==> src/rtl/irq_router.sv <==
module irq_router #(
  parameter int         NUM_IRQ  = 8,
  parameter logic [7:0] ID_RESET = 8'h00
) (
  input  logic               clk,
  input  logic               rst_n,
  input  logic               bus_wr,
  input  logic [4:0]         bus_addr,
  input  logic [31:0]        bus_wdata,
  output logic [31:0]        bus_rdata,
  input  logic [NUM_IRQ-1:0] irq_in,
  input  logic               eoi_valid,
  input  logic [7:0]         eoi_vector,
  output logic               msg_valid,
  input  logic               msg_ready,
  output logic [7:0]         msg_vector,
  output logic [7:0]         msg_dest,
  output logic               msg_logical
);
  localparam int TBL_BASE = 16;
  localparam int TBL_END  = TBL_BASE + 2 * NUM_IRQ;
  localparam int SELW     = (NUM_IRQ > 1) ? $clog2(NUM_IRQ) : 1;
  localparam logic [7:0] VERSION = 8'(NUM_IRQ - 1);

  logic [7:0]         index_q, id_q;
  logic [NUM_IRQ-1:0] mask_q, level_q, actlow_q, logical_q;
  logic [NUM_IRQ-1:0] act_prev_q, pend_q, insvc_q;
  logic [7:0]         vec_q  [NUM_IRQ];
  logic [7:0]         dest_q [NUM_IRQ];

  logic              out_valid_q, out_logical_q;
  logic [7:0]        out_vec_q, out_dest_q;
  logic [SELW-1:0]   out_idx_q;

  wire sel_index = (bus_addr == 5'h00);
  wire sel_data  = (bus_addr == 5'h10);
  wire in_tbl    = (int'(index_q) >= TBL_BASE) && (int'(index_q) < TBL_END);
  wire [7:0]      tbl_off = index_q - 8'(TBL_BASE);
  wire [SELW-1:0] entry   = tbl_off[SELW:1];
  wire            hi_word = tbl_off[0];
  wire            wr_tbl  = bus_wr && sel_data && in_tbl;
  wire            accept  = out_valid_q && msg_ready;

  wire [NUM_IRQ-1:0] act  = irq_in ^ actlow_q;
  wire [NUM_IRQ-1:0] elig = ~mask_q & ((~level_q & pend_q) | (level_q & act & ~insvc_q));

  logic [SELW-1:0] pick;
  always_comb begin
    pick = '0;
    for (int i = NUM_IRQ - 1; i >= 0; i--)
      if (elig[i]) pick = SELW'(i);
  end

  logic [31:0] data_rd;
  always_comb begin
    data_rd = '0;
    if (index_q == 8'h00)      data_rd = {id_q, 24'h0};
    else if (index_q == 8'h01) data_rd = {8'h0, VERSION, 16'h0};
    else if (in_tbl) begin
      if (hi_word) data_rd = {dest_q[entry], 24'h0};
      else         data_rd = {15'h0, mask_q[entry], level_q[entry], 1'b0, actlow_q[entry],
                              1'b0, logical_q[entry], 3'h0, vec_q[entry]};
    end
  end

  assign bus_rdata = sel_index ? {24'h0, index_q} : (sel_data ? data_rd : 32'h0);

  always_ff @(posedge clk or negedge rst_n) begin
    if (!rst_n) begin
      index_q <= '0;  id_q <= ID_RESET;
      mask_q <= '1;   level_q <= '0;  actlow_q <= '0;  logical_q <= '0;
      act_prev_q <= '0;  pend_q <= '0;  insvc_q <= '0;
      for (int i = 0; i < NUM_IRQ; i++) begin
        vec_q[i] <= '0;  dest_q[i] <= '0;
      end
      out_valid_q <= 1'b0;  out_idx_q <= '0;  out_vec_q <= '0;
      out_dest_q <= '0;     out_logical_q <= 1'b0;
    end else begin
      if (bus_wr && sel_index) index_q <= bus_wdata[7:0];
      if (bus_wr && sel_data && index_q == 8'h00) id_q <= bus_wdata[31:24];
      act_prev_q <= act;
      for (int i = 0; i < NUM_IRQ; i++) begin
        if (wr_tbl && entry == SELW'(i)) begin
          if (hi_word) dest_q[i] <= bus_wdata[31:24];
          else begin
            mask_q[i]    <= bus_wdata[16];
            level_q[i]   <= bus_wdata[15];
            actlow_q[i]  <= bus_wdata[13];
            logical_q[i] <= bus_wdata[11];
            vec_q[i]     <= bus_wdata[7:0];
          end
        end
        if (accept && out_idx_q == SELW'(i))
          pend_q[i] <= 1'b0;
        else if (!mask_q[i] && !level_q[i] && act[i] && !act_prev_q[i])
          pend_q[i] <= 1'b1;
        if (accept && out_idx_q == SELW'(i) && level_q[i])
          insvc_q[i] <= 1'b1;
        else if (eoi_valid && eoi_vector == vec_q[i])
          insvc_q[i] <= 1'b0;
      end
      if (accept) out_valid_q <= 1'b0;
      else if (!out_valid_q && |elig) begin
        out_valid_q   <= 1'b1;
        out_idx_q     <= pick;
        out_vec_q     <= vec_q[pick];
        out_dest_q    <= dest_q[pick];
        out_logical_q <= logical_q[pick];
      end
    end
  end

  assign msg_valid   = out_valid_q;
  assign msg_vector  = out_vec_q;
  assign msg_dest    = out_dest_q;
  assign msg_logical = out_logical_q;

  assert_hold_stable_R10: assert property (@(posedge clk) disable iff (!rst_n)
    msg_valid && !msg_ready |=> msg_valid && $stable(msg_vector) && $stable(msg_dest) && $stable(msg_logical));

  assert_gap_after_accept_R12: assert property (@(posedge clk) disable iff (!rst_n)
    msg_valid && msg_ready |=> !msg_valid);

  for (genvar g = 0; g < NUM_IRQ; g++) begin : g_chk
    assert_masked_no_latch_R7: assert property (@(posedge clk) disable iff (!rst_n)
      $rose(pend_q[g]) |-> $past(!mask_q[g]));
    assert_eoi_release_R8: assert property (@(posedge clk) disable iff (!rst_n)
      $fell(insvc_q[g]) |-> $past(eoi_valid && eoi_vector == vec_q[g]));
  end
endmodule

==> config.mk <==
export PLATFORM = sky130hd
export DESIGN_NAME = irq_router
export DESIGN_NICKNAME = d
export VERILOG_FILES = /design/src/rtl/irq_router.sv
export SDC_FILE = /design/constraint.sdc
export NUM_CORES = 1
export LEC_CHECK = 0
export BUFFER_PORTS_ARGS = -buffer_cell sky130_fd_sc_hd__buf_2
export CAP_MARGIN = 15
export CELL_PAD_IN_SITES_DETAIL_PLACEMENT = 1
export CELL_PAD_IN_SITES_GLOBAL_PLACEMENT = 1
export CORE_MARGIN = 5
export CORE_UTILIZATION = 53
export DETAILED_ROUTE_END_ITERATION = 6
export PLACE_DENSITY = 0.89
export SLEW_MARGIN = 15
export SYNTH_ARGS = -nofsm -noshare
export SYNTH_HDL_FRONTEND = slang
export SYNTH_SLANG_ARGS = --single-unit
export TNS_END_PERCENT = 5
==> constraint.sdc <==
create_clock -name clk -period 4.3 [get_ports clk]
set_input_delay 0.43 -clock clk [delete_from_list [all_inputs] [get_ports clk]]
set_output_delay 0.43 -clock clk [all_outputs]
set_load 0.02 [all_outputs]
# Word-level counts from Yosys, hierarchy flattened
# Index checks and enable logic that the tools add are counted.
# Widths: inputs -> output; s select.
[totals]
reg_bits = 221
in_bits = 58
output_inout_bits = 50
[classes]
addsub = 1
magnitude_cmp = 6
n_eq_ne = 24
muxes = 70
bitwise = 13
n_reduce_logical = 127
[ops]
columns = ["operator", "n"]
rows = [
  ["$mux 32", 6],
  ["$bmux 8 s3", 4],
  ["$eq 8x8->1", 8],
  ["$mux 8", 8],
  ["$logic_and 1x1->1", 63],
  ["$mux 1", 39],
  ["$reduce_and 2->1", 17],
  ["$reduce_bool 2->1", 17],
  ["$and 8x8->8", 4],
  ["$logic_not 1->1", 25],
  ["$eq 3x3->1 const B", 8],
  ["$mux 3", 8],
  ["$not 8->8", 3],
  ["$bmux 1 s3", 5],
  ["$eq 3x2->1 const B", 4],
  ["$eq 8x1->1 const B", 1],
  ["$ge 4x4->1 const B", 2],
  ["$ge 8x5->1 const B", 1],
  ["$logic_not 8->1", 1],
  ["$lt 3x4->1 const B", 2],
  ["$lt 8x6->1 const B", 1],
  ["$not 3->4", 2],
  ["$or 8x8->8", 1],
  ["$reduce_or 8->1", 1],
  ["other kinds (7)", 10],
]

# Depth between registers and ports, before layout
[depth]
depth_word = 17
depth_mapped = 8

# Least setup slack after synthesis
# No wires, ideal clock.
[synth_path]
kind = "register to output"
start = "register index_q[1]"
end = "output port bus_rdata[24]"
arrival_time_ns = 1.983
t_required_ns = 3.870
path_slack_ns = 1.887
stages_incl_launch_ff = 8
cell_sequence = "dfrtp_1 clkbuf_1 buf_2 buf_1 mux4_2 mux2_2 a22oi_1 nor2_1"
[synth_via]
elab_chain_cells = 11
word_cells_on_any_way = 16
[synth_lines]
columns = ["element", "line", "source"]
rows = [
  ["start, declared", "25", "logic [7:0] index_q, id_q;"],
  ["start signal, assigned", "79", "if (bus_wr && sel_index) index_q <= bus_wdata[7:0];"],
  ["$sub 4x1->4", "38", "wire [7:0] tbl_off = index_q - 8'(TBL_BASE);"],
  ["$not 3->4 (not written as such)", "60", "if (hi_word) data_rd = {dest_q[entry], 24'h0};"],
  ["$bmux 8 s3", "60", ""],
  ["$mux 8 (not written as such) (2 in series)", "60", ""],
  ["$mux 32", "60", ""],
  ["$mux 32", "59", "else if (in_tbl) begin"],
  ["$mux 32", "58", "else if (index_q == 8'h01) data_rd = {8'h0, VERSION, 16'h0};"],
  ["$mux 32 *", "57", "if (index_q == 8'h00) data_rd = {id_q, 24'h0};"],
  ["$mux 32 * (2 in series)", "66", "assign bus_rdata = sel_index ? {24'h0, index_q} : (sel_data ? data_rd : 32'h0);"],
  ["end, declared", "10", "output logic [31:0] bus_rdata,"],
]
# Every way passes the cells marked *; elsewhere a longest branch is shown, timed or not. The select of a mux whose other input is x is not followed.

# Final worst setup path
[layout_path]
start = "register index_q[0]"
end = "output port bus_rdata[7]"
[layout_via]
elab_chain_cells = 11
word_cells_on_any_way = 16
[layout_lines]
columns = ["element", "line", "source"]
rows = [
  ["$sub 4x1->4", "38", ""],
  ["$not 3->4 (not written as such)", "62", "1'b0, logical_q[entry], 3'h0, vec_q[entry]};"],
  ["$bmux 8 s3", "62", ""],
  ["$mux 8 (not written as such) (2 in series)", "62", ""],
  ["$mux 32", "60", ""],
  ["$mux 32", "59", ""],
  ["$mux 32", "58", ""],
  ["$mux 32 *", "57", ""],
  ["$mux 32 * (2 in series)", "66", ""],
]
# Marked as above.

==> metrics <==
Most used DFF post-synth=dfrtp_1; register bit count reported by yosys=221; Detailed Route WL=46,200 um; first-pass GRT wire length=70,900 um; Max Clk Rate=0.260 GHz; Initial Util=53.4%; Die H=166 um; Post-CTS Resized=0; Clock Skews=0.0354 ns; Pre-antenna DRT Iters=6; yosys warns=0; Setup crit start=index_q[0]$_DFFE_PN0P_; Root Buffer=clkbuf_16; RePlAce Congestion=0.947; HPWL after DPL=28,300 um; most common cell after layout, fill and taps aside=dfrtp_1; Peak VDD IR=around 0.23 mV; Final period util=89.6%; Final setup viols=0; top cell type's share of synthesized area=41.4%; Pleak=between 6 and 7 nW; post-DR wirelength/cell=31.5 um; total number of vias=approximately 10,000; initial antenna violation count=2; Row Count=57; ys async rst share=100%; Worst EP arrival=3.42 ns; WP buf/inv=1; CP max-delay cell=nand4_1; RSZ-0062 raised after global routing=false; final hold violations=0; R2R setup slack=0.74 ns; share of layout cells above drive strength 1=37.5%; Num CTS Buffers=25; WP data required=3.87 ns; Via density=7.07; Die W=166 um; Slew headroom=between 20 and 30%; post-synthesis sequential area ratio=around 43%; max-slew violation count=0; Netlist Area Pre-Place=0.0129 mm^2; PwrDens=406 mW/mm^2; cells along the critical path=nor4_2 > nand4_1 > o21ai_0 > buf_2; clk_lat worst skew=0.55 ns; largest net degree at the start of global routing=between 100 and 150; CP Capture Point=bus_rdata[7]; GRT Total Usage=approximately 33%; post-CTS setup buffer count=0; CTS tree=built; r2r endpoint=msg_dest[1]$_DFFE_PN0P_; DRT antenna net count=0; Clk pin slew, worst setup/hold paths=about 0.060 ns; Setup CP Type=register to primary output; FF-to-FF Start=level_q[3]$_DFFE_PN0P_; crit path time final=3.85 ns; Hold Crit Class=input pin to register; Synth area leader=dfrtp_1; Worst R2R Path Depth=7; CP endpoint kind=primary output; die area=around 0.028 mm^2; number of synthesized flops with an enable pin=0; Layout area overhead=11.1%; WP depth=4; # IOs=108; cts hold-fix bufs=1; maxcap violations=0; commonest cells after routing, fill and taps aside=dfrtp_1, mux2_2, buf_2, xor2_1, a22o_1; family with the most delay on the worst path=simple AND/OR/NAND/NOR gates; top cells by area, synth=dfrtp_1, mux2_2, mux4_2, xor2_1, a22o_1; Post-layout nets=1,184; core box area=~0.024 mm^2; Overflow after GRT=0; CTS Buffer Depth=3; Avg Inst Size Synth=around 12 um^2; CP Max Fanout=10; IO Port Bufs=85; Iteration-0 DRC Markers=1,049; Slew @ Worst Pin=1.05 ns; setup_tns=0 ns; vias in the first global route=11,600; fin util=59.4%; clk sinks=221; Critical Path Source Type=register; Residual DRC=0; Mapped Cells=1,065; H-tree Lvls=1; CP peak stage delay=0.76 ns; status=complete, no violations; Distinct cells, synth=60
## sequential cells by signal (all words and copies together) (netlist names)
name / cells
logical_q: 8
mask_q: 8
level_q: 8
msg_vector: 8
vec_q: 64
insvc_q: 8
msg_valid: 1
dest_q: 64
msg_dest: 8
index_q: 8
actlow_q: 8
msg_logical: 1
pend_q: 8
out_idx_q: 3
id_q: 8
act_prev_q: 8
## per-layer routing
layer	share of wire (%)	wire length [um]	global-route usage, %	vias to the layer above
met4	6.1	2830	17.9	4
met5	0.056	26	0	-
met3	9.8	4520	8.64	241
met1	36	16800	40.0	5278
met2	48	22000	53.5	708
li1	-	-	-	4145
## metrics by stage
step	instances	worst slack (ns)	power, mW	instance area, um^2	hold WS, ns
2_1_floorplan	1074	1.89	3.11	12900	0.134
3_3_place_gp	1422	1.12	3.61	13500	0.389
3_5_place_dp	1422	0.892	3.66	13500	0.386
4_1_cts	1467	0.576	5.75	14300	0.129
5_1_grt	1467	0.466	5.94	14300	0.136
6_report	1468	0.447	5.81	14300	0.126
## worst register-to-register path, stage by stage (launching register included)
cell and delay (ns):
dfrtp_1 0.44, nor3b_2 0.20, a21oi_2 0.43, nand2_1 0.75
o31ai_4 0.90, buf_4 0.43, a22oi_1 0.17, nand4_1 0.14
## cells in the mapped netlist, types with 2 or more instances
| library cell | instances |
|---|---|
| xor2_2 | 4 |
| nor4_1 | 9 |
| nor2b_1 | 3 |
| dfstp_2 | 8 |
| nor2_2 | 4 |
| a21oi_2 | 4 |
| buf_2 | 32 |
| nand2_2 | 4 |
| o311ai_1 | 20 |
| and3_1 | 37 |
| a211oi_2 | 2 |
| a21o_1 | 4 |
| nand2b_1 | 4 |
| dfrtp_1 | 213 |
| nor3b_1 | 46 |
| xnor2_1 | 8 |
| nand4_1 | 27 |
| nand3b_1 | 3 |
| nand2_1 | 55 |
| mux4_2 | 40 |
| nor4_4 | 2 |
| nand3_1 | 6 |
| nor3_1 | 18 |
| o31ai_2 | 2 |
| buf_6 | 4 |
| nor3b_2 | 3 |
| mux2_1 | 7 |
| a22o_1 | 58 |
| buf_1 | 4 |
| mux2_2 | 196 |
| buf_4 | 18 |
| a21oi_1 | 14 |
| o311ai_0 | 14 |
| inv_1 | 2 |
| mux2i_1 | 9 |
| clkbuf_1 | 27 |
| nor2_1 | 37 |
| xor2_1 | 60 |
| o21ai_0 | 11 |
| a22oi_1 | 26 |
## power breakdown
group	switching (mW)	leakage, nW	internal [mW]
clock	0.902	0.380	1.19
combinational	0.957	3.28	0.391
sequential	0.195	2.98	2.18
total	2.05	6.63	3.76
## kinds of logic (layout without fill, tap and decap cells)
kind of cell	count (synthesis)	count (layout)	share of synthesized area [%]
AOI/OAI and AO/OA	162	162	10.4
other	1	11	0.0291
DFF	221	221	43.0
xor gates and xnor gates	72	72	5.13
buffers and inverters	89	158	3.67
and+or+nand+nor	268	268	12.3
muxes	252	252	25.4
## cell type report
type                    instances  area (um^2)
clock buffers                  40          752
fillers                      2480         9790
repair buffers                111          646
flip-flops and latches        221         5550
inverters                       3         11.3
multi-input cells             764         6930
well taps                     324          405
diodes                          1         2.50
clock inverters                 4         26.3
## worst min-delay path by stage
stage                     startpoint                       to  slack [ns]  cells past startpoint
after detailed placement       rst_n    vec_q[10]$_DFFE_PN0P_        0.39                      1
final                      irq_in[3]  act_prev_q[3]$_DFF_PN0_        0.13                      2
after CTS                  irq_in[3]  act_prev_q[3]$_DFF_PN0_        0.13                      2
after global placement         rst_n    vec_q[26]$_DFFE_PN0P_        0.39                      1
after global routing       irq_in[2]  act_prev_q[2]$_DFF_PN0_        0.14                      2
after floorplan                rst_n  act_prev_q[0]$_DFF_PN0_        0.13                      0
(Power assumes the default switching activity.)
